`config.mk`:
```
export PLATFORM = sky130hd
export DESIGN_NAME = serial_rx_brk
export DESIGN_NICKNAME = d
export VERILOG_FILES = /design/src/rtl/serial_rx_pkg.sv /design/src/rtl/sr_vote.sv /design/src/rtl/sr_framer.sv /design/src/rtl/sr_status.sv /design/src/rtl/serial_rx_brk.sv
export SDC_FILE = /design/constraint.sdc
export NUM_CORES = 1
export LEC_CHECK = 0
export BUFFER_PORTS_ARGS = -buffer_cell sky130_fd_sc_hd__buf_2
export CAP_MARGIN = 40
export CORE_ASPECT_RATIO = 1.4
export CORE_UTILIZATION = 40
export DETAILED_ROUTE_END_ITERATION = 16
export GPL_ROUTABILITY_DRIVEN = 0
export PLACE_DENSITY = 0.62
export SETUP_SLACK_MARGIN = 0.5
export SYNTH_ARGS = -nofsm -noshare
export SYNTH_HDL_FRONTEND = slang
export SYNTH_HIERARCHICAL = 1
export SYNTH_SLANG_ARGS = --single-unit
```
`constraint.sdc`:
```
create_clock -name clk -period 4.65 [get_ports clk]
set_input_delay 0.2325 -clock clk [delete_from_list [all_inputs] [get_ports clk]]
set_output_delay 0.2325 -clock clk [all_outputs]
set_load 0.05 [all_outputs]
```
`src/rtl/serial_rx_pkg.sv`:
```
package serial_rx_pkg;
  typedef enum logic [2:0] {
    ST_IDLE,
    ST_START,
    ST_DATA,
    ST_PAR,
    ST_STOP
  } rx_state_t;

  typedef struct packed {
    logic [8:0] data;
    logic       ferr;
    logic       perr;
    logic       noise;
    logic       brk;
  } rx_char_t;
endpackage

```
`src/rtl/sr_vote.sv`:
```
module sr_vote (
  input  logic a,
  input  logic b,
  input  logic c,
  output logic bit_o,
  output logic noisy
);
  always_comb begin
    bit_o = (a & b) | (a & c) | (b & c);
    noisy = (a ^ b) | (b ^ c);
  end
endmodule

```
`src/rtl/sr_framer.sv`:
```
module sr_framer
  import serial_rx_pkg::*;
#(
  parameter int OVS    = 16,
  parameter int VOTE_C = 8
) (
  input  logic     clk,
  input  logic     rst_n,
  input  logic     tick,
  input  logic     rxd_s,
  input  logic     nine_bit,
  input  logic     par_en,
  output logic     busy,
  output logic     done,
  output rx_char_t ch
);
  localparam int CW = $clog2(OVS);
  localparam logic [CW-1:0] S_A   = CW'(VOTE_C - 2);
  localparam logic [CW-1:0] S_B   = CW'(VOTE_C - 1);
  localparam logic [CW-1:0] S_C   = CW'(VOTE_C);
  localparam logic [CW-1:0] S_END = CW'(OVS - 1);

  rx_state_t     state;
  logic [CW-1:0] samp;
  logic [3:0]    bidx;
  logic          s_a, s_b;
  logic [8:0]    shreg;
  logic          par_bit;
  logic          noise_acc;
  logic          allzero;
  logic          armed;
  logic          vbit, vnoise;
  logic [3:0]    last_idx;
  logic [8:0]    word;

  sr_vote u_vote (
    .a    (s_a),
    .b    (s_b),
    .c    (rxd_s),
    .bit_o(vbit),
    .noisy(vnoise)
  );

  always_comb begin
    last_idx = nine_bit ? 4'd8 : 4'd7;
    word     = nine_bit ? shreg : {1'b0, shreg[8:1]};
    busy     = (state != ST_IDLE);
  end

  always_ff @(posedge clk or negedge rst_n) begin
    if (!rst_n) begin
      state     <= ST_IDLE;
      samp      <= '0;
      bidx      <= '0;
      s_a       <= 1'b1;
      s_b       <= 1'b1;
      shreg     <= '0;
      par_bit   <= 1'b0;
      noise_acc <= 1'b0;
      allzero   <= 1'b0;
      armed     <= 1'b0;
      done      <= 1'b0;
      ch        <= '0;
    end else begin
      done <= 1'b0;
      if (tick) begin
        if (state == ST_IDLE) begin
          if (rxd_s) begin
            armed <= 1'b1;
          end else if (armed) begin
            state     <= ST_START;
            samp      <= '0;
            bidx      <= '0;
            noise_acc <= 1'b0;
            allzero   <= 1'b1;
            armed     <= 1'b0;
          end
        end else begin
          samp <= (samp == S_END) ? '0 : samp + 1'b1;
          if (samp == S_A) s_a <= rxd_s;
          if (samp == S_B) s_b <= rxd_s;
          if (samp == S_C) begin
            noise_acc <= noise_acc | vnoise;
            if (vbit) allzero <= 1'b0;
            case (state)
              ST_START: if (vbit) state <= ST_IDLE;
              ST_DATA:  shreg <= {vbit, shreg[8:1]};
              ST_PAR:   par_bit <= vbit;
              ST_STOP: begin
                done     <= 1'b1;
                state    <= ST_IDLE;
                ch.data  <= word;
                ch.ferr  <= ~vbit;
                ch.perr  <= par_en & (par_bit != ^word);
                ch.noise <= noise_acc | vnoise;
                ch.brk   <= allzero & ~vbit;
              end
              default: ;
            endcase
          end
          if (samp == S_END) begin
            case (state)
              ST_START: state <= ST_DATA;
              ST_DATA: begin
                if (bidx == last_idx) state <= par_en ? ST_PAR : ST_STOP;
                bidx <= bidx + 4'd1;
              end
              ST_PAR:  state <= ST_STOP;
              default: ;
            endcase
          end
        end
      end
    end
  end

  AST_DONE_ON_TICK: assert property (@(posedge clk) disable iff (!rst_n)
    done |-> $past(tick));
  AST_IDLE_AFTER_DONE: assert property (@(posedge clk) disable iff (!rst_n)
    done |-> !busy);
  AST_BRK_FRAMING: assert property (@(posedge clk) disable iff (!rst_n)
    (done && ch.brk) |-> (ch.ferr && ch.data == 9'd0));
endmodule

```
`src/rtl/sr_status.sv`:
```
module sr_status
  import serial_rx_pkg::*;
(
  input  logic       clk,
  input  logic       rst_n,
  input  logic       done,
  input  rx_char_t   ch,
  input  logic       rd_status,
  input  logic       rd_data,
  input  logic       line_hi,
  output logic [7:0] data,
  output logic       bit9,
  output logic       full,
  output logic       ovr,
  output logic       noise,
  output logic       ferr,
  output logic       perr,
  output logic       brk
);
  logic clr_armed;

  always_ff @(posedge clk or negedge rst_n) begin
    if (!rst_n) begin
      data      <= '0;
      bit9      <= 1'b0;
      full      <= 1'b0;
      ovr       <= 1'b0;
      noise     <= 1'b0;
      ferr      <= 1'b0;
      perr      <= 1'b0;
      clr_armed <= 1'b0;
    end else begin
      if (done) begin
        if (full) begin
          ovr <= 1'b1;
        end else begin
          full  <= 1'b1;
          data  <= ch.brk ? 8'h00 : ch.data[7:0];
          bit9  <= ch.brk ? 1'b0 : ch.data[8];
          noise <= ch.noise;
          ferr  <= ch.ferr;
          perr  <= ch.perr;
        end
      end else if (rd_data && clr_armed) begin
        full  <= 1'b0;
        ovr   <= 1'b0;
        noise <= 1'b0;
        ferr  <= 1'b0;
        perr  <= 1'b0;
      end
      if (rd_status && (full || ovr)) clr_armed <= 1'b1;
      else if (rd_data) clr_armed <= 1'b0;
    end
  end

  always_ff @(posedge clk or negedge rst_n) begin
    if (!rst_n) begin
      brk <= 1'b0;
    end else if (done && ch.brk && !full) begin
      brk <= 1'b1;
    end else if (rd_status && line_hi) begin
      brk <= 1'b0;
    end
  end

  AST_OVR_DISCARD: assert property (@(posedge clk) disable iff (!rst_n)
    (done && full) |=> (ovr && $stable(data) && $stable(bit9)));
  AST_BRK_STORE: assert property (@(posedge clk) disable iff (!rst_n)
    (done && !full && ch.brk) |=> (full && ferr && brk && data == 8'h00 && !bit9));
  AST_FULL_CLEAR: assert property (@(posedge clk) disable iff (!rst_n)
    $fell(full) |-> $past(rd_data));
  AST_BRK_CLEAR: assert property (@(posedge clk) disable iff (!rst_n)
    $fell(brk) |-> ($past(rd_status) && $past(line_hi)));
endmodule

```
`src/rtl/serial_rx_brk.sv`:
```
module serial_rx_brk
  import serial_rx_pkg::*;
#(
  parameter int OVS    = 16,
  parameter int VOTE_C = 8
) (
  input  logic       clk,
  input  logic       rst_n,
  input  logic       rxd,
  input  logic       tick,
  input  logic       nine_bit,
  input  logic       par_en,
  input  logic       rd_status,
  input  logic       rd_data,
  output logic [7:0] rx_data,
  output logic       rx_bit9,
  output logic       rx_full,
  output logic       rx_ovr,
  output logic       rx_noise,
  output logic       rx_ferr,
  output logic       rx_perr,
  output logic       rx_brk,
  output logic       rx_busy
);
  logic [1:0] sync_q;
  logic       rxd_s;
  logic       done;
  rx_char_t   ch;

  always_ff @(posedge clk or negedge rst_n) begin
    if (!rst_n) sync_q <= 2'b11;
    else        sync_q <= {sync_q[0], rxd};
  end
  assign rxd_s = sync_q[1];

  sr_framer #(.OVS(OVS), .VOTE_C(VOTE_C)) u_framer (
    .clk     (clk),
    .rst_n   (rst_n),
    .tick    (tick),
    .rxd_s   (rxd_s),
    .nine_bit(nine_bit),
    .par_en  (par_en),
    .busy    (rx_busy),
    .done    (done),
    .ch      (ch)
  );

  sr_status u_status (
    .clk      (clk),
    .rst_n    (rst_n),
    .done     (done),
    .ch       (ch),
    .rd_status(rd_status),
    .rd_data  (rd_data),
    .line_hi  (rxd_s),
    .data     (rx_data),
    .bit9     (rx_bit9),
    .full     (rx_full),
    .ovr      (rx_ovr),
    .noise    (rx_noise),
    .ferr     (rx_ferr),
    .perr     (rx_perr),
    .brk      (rx_brk)
  );
endmodule

```
==> flow_summary_export.csv, run 1 <==
group,metric,value,unit
grt,grt_overflow,0,
critical_path,startpoint_type,"register",
placement,io_buffers,23,
layout,area_delta_synth_final,13.8,%
clock_tree,cts_tree,"built",
timing,hold_viol,0,
die,die_area,7640,um^2
routing,routed_wl,4920,um
critical_path,worstSetupPathType,"register to output pin",
timing,final_max_slew_viol_count,0,
synth,yosys_warnings,6,
layout,antennaDiodeCount,0,
grt,grt_pass1_wl,8450,um
synth,synth_nets,260,
clock_tree,ctsHtreeMaxLevel,3,
grt,grt_pass1_vias,1757,
layout,nets,290,
routing,antenna_left,0,
synth,syn_area_per_cell,11.8,um^2
power_and_ir_drop,p_leak,1.57,nW
clock_tree,clk_pin_slew,60,ps
clock_tree,cts_buffers,9,
routing,wire_per_inst,13.1,um
clock_tree,cts_resized,0,
die,fp.dieH,103,um
die,row_count,36,
critical_path,cp_max_fo,14,
timing,worst_pin_slew,720,ps
timing,fin_skew,6.87,ps
timing,fin_crit_sh,0.409,
synth,synth_cell_types,61,
clock_tree,cts_buffer_depth,2,
synth,ys_ff_latch,58,
synth,synthArstFlopShare,1.00,
synth,yosysSeqAreaShare,0.500,
flow_run,drv_cap,0,
critical_path,crit_path_end_kind,"output pin",
routing,vias_per_cell,5.09,
timing,timing.hold.ws,25.4,ps
layout,stdcell_area,3320,um^2
timing,slew_headroom,0.520,
layout,multiInputGateArea,1340,um^2
grt,antenna_found_initial,0,
critical_path,slowest_stage,"dfrtp_1",
timing,rsz0062_at_grt,"false",
synth,syn-instance-count,246,
timing,min_period,1900,ps
grt,grt_max_degree,59,
run_status,status,"finished, final reports clean",
power_and_ir_drop,ir_worst_vdd,0.182,mV
synth,synth_ff_type,"dfrtp_1",
grt,grt_usage,0.147,
layout,fin_util,0.475,
die,core,6980,um^2
routing,first_iter_violations,85,
timing,fin_tns_setup,0,ps
clock_tree,clk_root_buffer_cell,"clkbuf_8",
power_and_ir_drop,report.power.total,1.37,mW
power_and_ir_drop,p_per_area,412,nW/um^2
layout,regArea,1460,um^2
critical_path,cp_cell_sequence,"nor3_2, inv_2, buf_2",
die,boundaryPins,24,
clock_tree,clkSinkCount,58,
critical_path,critPathMaxStageDelay,540,ps
min_path,hold_class,"primary input to asynchronous set/reset pin",
timing,fmax,0.526,GHz
synth,syn_area,2910,um^2
routing,drcViolationCount,0,
clock_tree,insertion_delay,330,ps
placement,dp_hpwl,3440,um
routing,vias,1914,
critical_path,cp.arrival,1670,ps
synth,synth-edff-count,0,
critical_path,cp.required,4420,ps
layout,fill_cells,664,
die,die_w,74.1,um
routing,firstDrtPassIters,4,
die,initial_utilization,0.417,
placement,placedInstanceArea,3100,um^2
layout,drive_gt1_frac,0.320,
timing,finalSetupViolCount,0,
-- per-stage QoR --
stage                     setup slack (ps)  instances
after floorplan                       2960        246
after global placement                2770        359
after detailed placement              2740        359
after CTS                             2730        376
after global routing                  2550        376
final                                 2750        376
-- final cells by class --
class | instances | area share
Sequential cell | 58 | 0.439
Multi-Input combinational cell | 166 | 0.403
Clock buffer | 14 | 0.0521
Timing Repair Buffer | 26 | 0.0422
Tap cell | 95 | 0.0358
Inverter | 15 | 0.0170
Clock inverter | 2 | 0.0106
-- report_power, final --
group          internal [mW]  leakage [nW]  total (mW)  switching (mW)
registers              0.564         0.764       0.641          0.0773
clock network          0.291         0.107       0.480           0.189
logic                  0.107         0.703       0.246           0.139
-- layer usage --
layer  share of wire  wire length (um)  up-vias  global-route usage
met1            0.46              2250      939               0.185
met2            0.50              2460       32               0.234
met5               0                 0        -                   0
met3           0.029               142        5              0.0411
met4           0.014                68        0              0.0666
li1                -                 -      938                   -
-- critical path: cells and delay by family, from the launching register on --
kind                   cells  cell delay, ps
and+or+nand+nor            1             400
buffers and inverters      2             390
DFF                        1             540
-- placed cells by master (no fill, tap or decap), types with 2 or more instances in the layout --
cell and instances:
ha_1 6, nor3_1 4, o21ai_0 12, clkbuf_8 12, nand2b_1 2, buf_2 23
or4_1 2, a31oi_1 3, xnor3_1 2, dfstp_2 4, xor2_1 2, a21oi_1 4
buf_4 2, mux2_2 15, a21oi_2 8, xnor2_1 3, o31ai_1 6, nand3b_1 4
inv_1 14, a31o_2 3, nor2b_1 12, clkbuf_1 2, dfrtp_1 54, mux2i_1 8
mux2_4 6, nand2_1 12, nor2_1 15, o32ai_1 2, nand3_1 5
-- what timing repair did --
item | CTS | global route
hold buffers | 1 | 0
endpoints found under the hold margin | 1 | 0
buffers inserted | 0 | 0
-- logic make-up (layout without fill, tap and decap cells) --
kind of cell | count (synthesis) | in the layout | synth area share
simple gates | 73 | 73 | 0.158
compound gates | 50 | 50 | 0.124
fa+ha+maj | 6 | 6 | 0.0258
mux | 30 | 30 | 0.120
xor+xnor | 7 | 7 | 0.0305
buf+inv | 22 | 57 | 0.0412
flops | 58 | 58 | 0.500
-- synth_stat cells (all sizes together) (3+ instances only) --
cell,instances,area [um^2]
o21ai,13,68.8
inv,15,56.3
xnor2,3,26.3
o31ai,6,45.0
nor2b,13,88.8
buf,6,60.1
nand2,12,45.0
nand3,6,35.0
nand3b,4,30.0
mux2,22,270
a21oi,12,90.1
nor2,16,62.6
nor3,6,46.3
dfstp,4,105
ha,6,75.1
a31o,3,26.3
mux2i,8,80.1
dfrtp,54,1350
a31oi,3,18.8
-- state kept, by name (all words and copies together) (netlist names), 2 cells and up --
register	count
u_framer/ch	13
u_framer/shreg	9
u_status/data	8
u_framer/bidx	4
u_framer/samp	4
u_framer/state	3
sync_q	2
-- worst paths after layout --
check	startpoint	endpoint	slack (ps)	depth (start not counted)
max reg2reg	u_framer/samp[0]	u_framer/ch[2]	2750	7
min in group clk	rd_data	u_status/clr_armed	110	2
max	u_framer/state[1]	rx_busy	2750	3
min	rst_n	u_framer/samp[1]	30	2
max in group asynchronous	rst_n	u_framer/ch[12]	4130	2
min reg2reg	sync_q[0]	sync_q[1]	360	0
Note: power is estimated with default switching activity, not from simulation.
==> inputs of run 2 (changes only) <==
--- a/config.mk
+++ b/config.mk
@@ -11,7 +11,7 @@
 export CORE_UTILIZATION = 40
 export DETAILED_ROUTE_END_ITERATION = 16
 export GPL_ROUTABILITY_DRIVEN = 0
-export PLACE_DENSITY = 0.62
+export PLACE_DENSITY = 0.64
 export SETUP_SLACK_MARGIN = 0.5
 export SYNTH_ARGS = -nofsm -noshare
 export SYNTH_HDL_FRONTEND = slang
==> constraint.sdc (replaced) <==
create_clock -name clk -period 1.6 [get_ports clk]
set_input_delay 0.08 -clock clk [delete_from_list [all_inputs] [get_ports clk]]
set_output_delay 0.08 -clock clk [all_outputs]
set_load 0.05 [all_outputs]
==> run 2 against run 1 <==
Against the previous run:
- the run now ends with negative setup slack left
- via count up 18%
- sequential power rose to 2.9 times the previous value
- clock power increased by 130%
- sequential share of layout area down 10 points
- cell count increased by 18%
- worst hold slack gained 16 ps
- critical path type is now register to register
- largest power group unchanged
- highest routed layer unchanged
==> flow_summary_export.csv, run 2 (synthesis results as in run 1) <==
group,metric,value,unit
timing,slew_headroom,0.652,
routing,first_iter_violations,153,
routing,vias,2256,
grt,grt_usage,0.187,
timing,rsz0062_at_grt,"true",
critical_path,cp.arrival,1960,ps
die,core,6980,um^2
min_path,hold_class,"primary input to register",
placement,placedCellCount,393,
grt,grt_overflow,0,
timing,finalSetupViolCount,27,
critical_path,cp_cell_sequence,"inv_2, ha_4, nand4b_4, nor3_4, clkbuf_16, mux2_4",
run_status,status,"complete, but fails checks",
power_and_ir_drop,report.power.total,4.52,mW
timing,fin_skew,5.91,ps
routing,firstDrtPassIters,4,
die,initial_utilization,0.417,
layout,antennaDiodeCount,0,
die,die_area,7640,um^2
timing,fin_ws,-141,ps
critical_path,crit_path_end_kind,"register",
die,row_count,36,
timing,fmax,0.574,GHz
layout,area_delta_synth_final,49.4,%
die,boundaryPins,24,
flow_run,drv_cap,0,
placement,placedInstanceArea,3490,um^2
critical_path,worstSetupPathType,"register to register",
placement,place_ws,-103,ps
timing,fin_tns_setup,-1810,ps
min_path,min_path_cells,2,
placement,io_buffers,23,
critical_path,cp_max_fo,4,
grt,antenna_found_initial,0,
routing,drcViolationCount,0,
critical_path,reg2reg_slack,-140,ps
critical_path,critPathMaxStageDelay,430,ps
timing,fin_crit_sh,1.09,
power_and_ir_drop,p_leak,2.03,nW
clock_tree,insertion_delay,330,ps
layout,top_register,"u_framer/ch",
layout,top_regs,"u_framer/ch (13), u_framer/shreg (9), u_status/data (8)",
layout,layout_commonest_cell,"dfrtp_1",
layout,drive_gt1_frac,0.549,
placement,dp_hpwl,4010,um
grt,grt_pass1_wl,10400,um
critical_path,path_buf_inv,2,
die,fp.dieH,103,um
critical_path,slowest_stage,"dfrtp_2",
critical_path,path_depth,6,
layout,stdcell_area,4350,um^2
timing,hold_viol,0,
die,die_w,74.1,um
clock_tree,clk_root_buffer_cell,"clkbuf_8",
power_and_ir_drop,ir_worst_vdd,0.648,mV
run_status,violations,"negative setup slack",
clock_tree,clk_pin_slew,60,ps
clock_tree,clkSinkCount,58,
critical_path,r2r_cells,6,
timing,final_max_slew_viol_count,0,
grt,grt_max_degree,49,
critical_path,critPathTopFamily,"simple AND/OR/NAND/NOR gates",
layout,mostFrequentLayoutCells,"49 x dfrtp_1, 42 x buf_4, 19 x buf_2, 19 x mux2_4, 16 x buf_6",
grt,grt_pass1_vias,2187,
clock_tree,cts_tree,"built",
timing,worst_pin_slew,517,ps
layout,fin_cells,443,
routing,antenna_left,0,
critical_path,startpoint_type,"register",
power_and_ir_drop,p_per_area,1040,nW/um^2
layout,largest_reg_flops,13,
clock_tree,cts_buffer_depth,2,
clock_tree,ctsHtreeMaxLevel,3,
critical_path,cp.required,1820,ps
routing,routed_wl,6630,um
layout,nets,359,
timing,min_period,1740,ps
clock_tree,cts_buffers,9,
routing,vias_per_cell,5.09,
routing,wire_per_inst,15.0,um
[run 2: cell count changes in the layout (fill, tap and decap cells not counted), sizes merged]
| cell | delta |
|---|---|
| bufinv | -1 |
| clkbuf | +5 |
| dlygate4sd3 | +3 |
| buf | +61 |
| clkinv | -1 |
[run 2: routing by layer]
metal  global-route usage  share of wire  vias to the layer above
li1                     -              -                     1079
met4                0.104          0.029                        0
met5                    0              0                        -
met2                0.300           0.51                       52
met1                0.216           0.42                     1109
met3               0.0635          0.032                       16
[run 2: final cells by class]
| class | instances | area [um^2] |
|---|---|---|
| multi-input combinational | 166 | 1670 |
| fill | 516 | 2630 |
| clock buffer | 14 | 153 |
| tap | 95 | 119 |
| inverter | 15 | 58.8 |
| sequential | 58 | 1460 |
| timing repair buffer | 95 | 893 |
[run 2: repair_timing]
action / in CTS / in global routing
hold buffers: 4 / 0
buffers inserted: 17 / 11
gates cloned: 1 / 3
pin swaps: 13 / 9
endpoints found under the hold margin: 60 / 0
gates resized for setup: 45 / 42
endpoints found under the setup margin: 55 / 56
[run 2: worst paths after layout]
kind	from	endpoint
setup / recovery	u_framer/samp[0]	u_framer/shreg[8]
hold / removal	par_en	u_framer/ch[2]
setup reg to reg	u_framer/samp[0]	u_framer/shreg[8]
hold reg to reg	sync_q[0]	sync_q[1]
max in group asynchronous	rst_n	u_framer/done
min in group asynchronous	rst_n	u_framer/armed
[run 2: power breakdown]
part / total (mW) / switching, mW / internal, mW
Combinational: 1.57 / 0.725 / 0.843
Clock: 1.11 / 0.521 / 0.589
Sequential: 1.85 / 0.200 / 1.65
[run 2: per-stage QoR]
step,utilization,hold WS [ps]
floorplan,-,-216
global placement,0.500,-32.3
detailed placement,0.500,-27.5
CTS,0.576,8.35
global route,0.624,14.1
finish,0.624,41.1
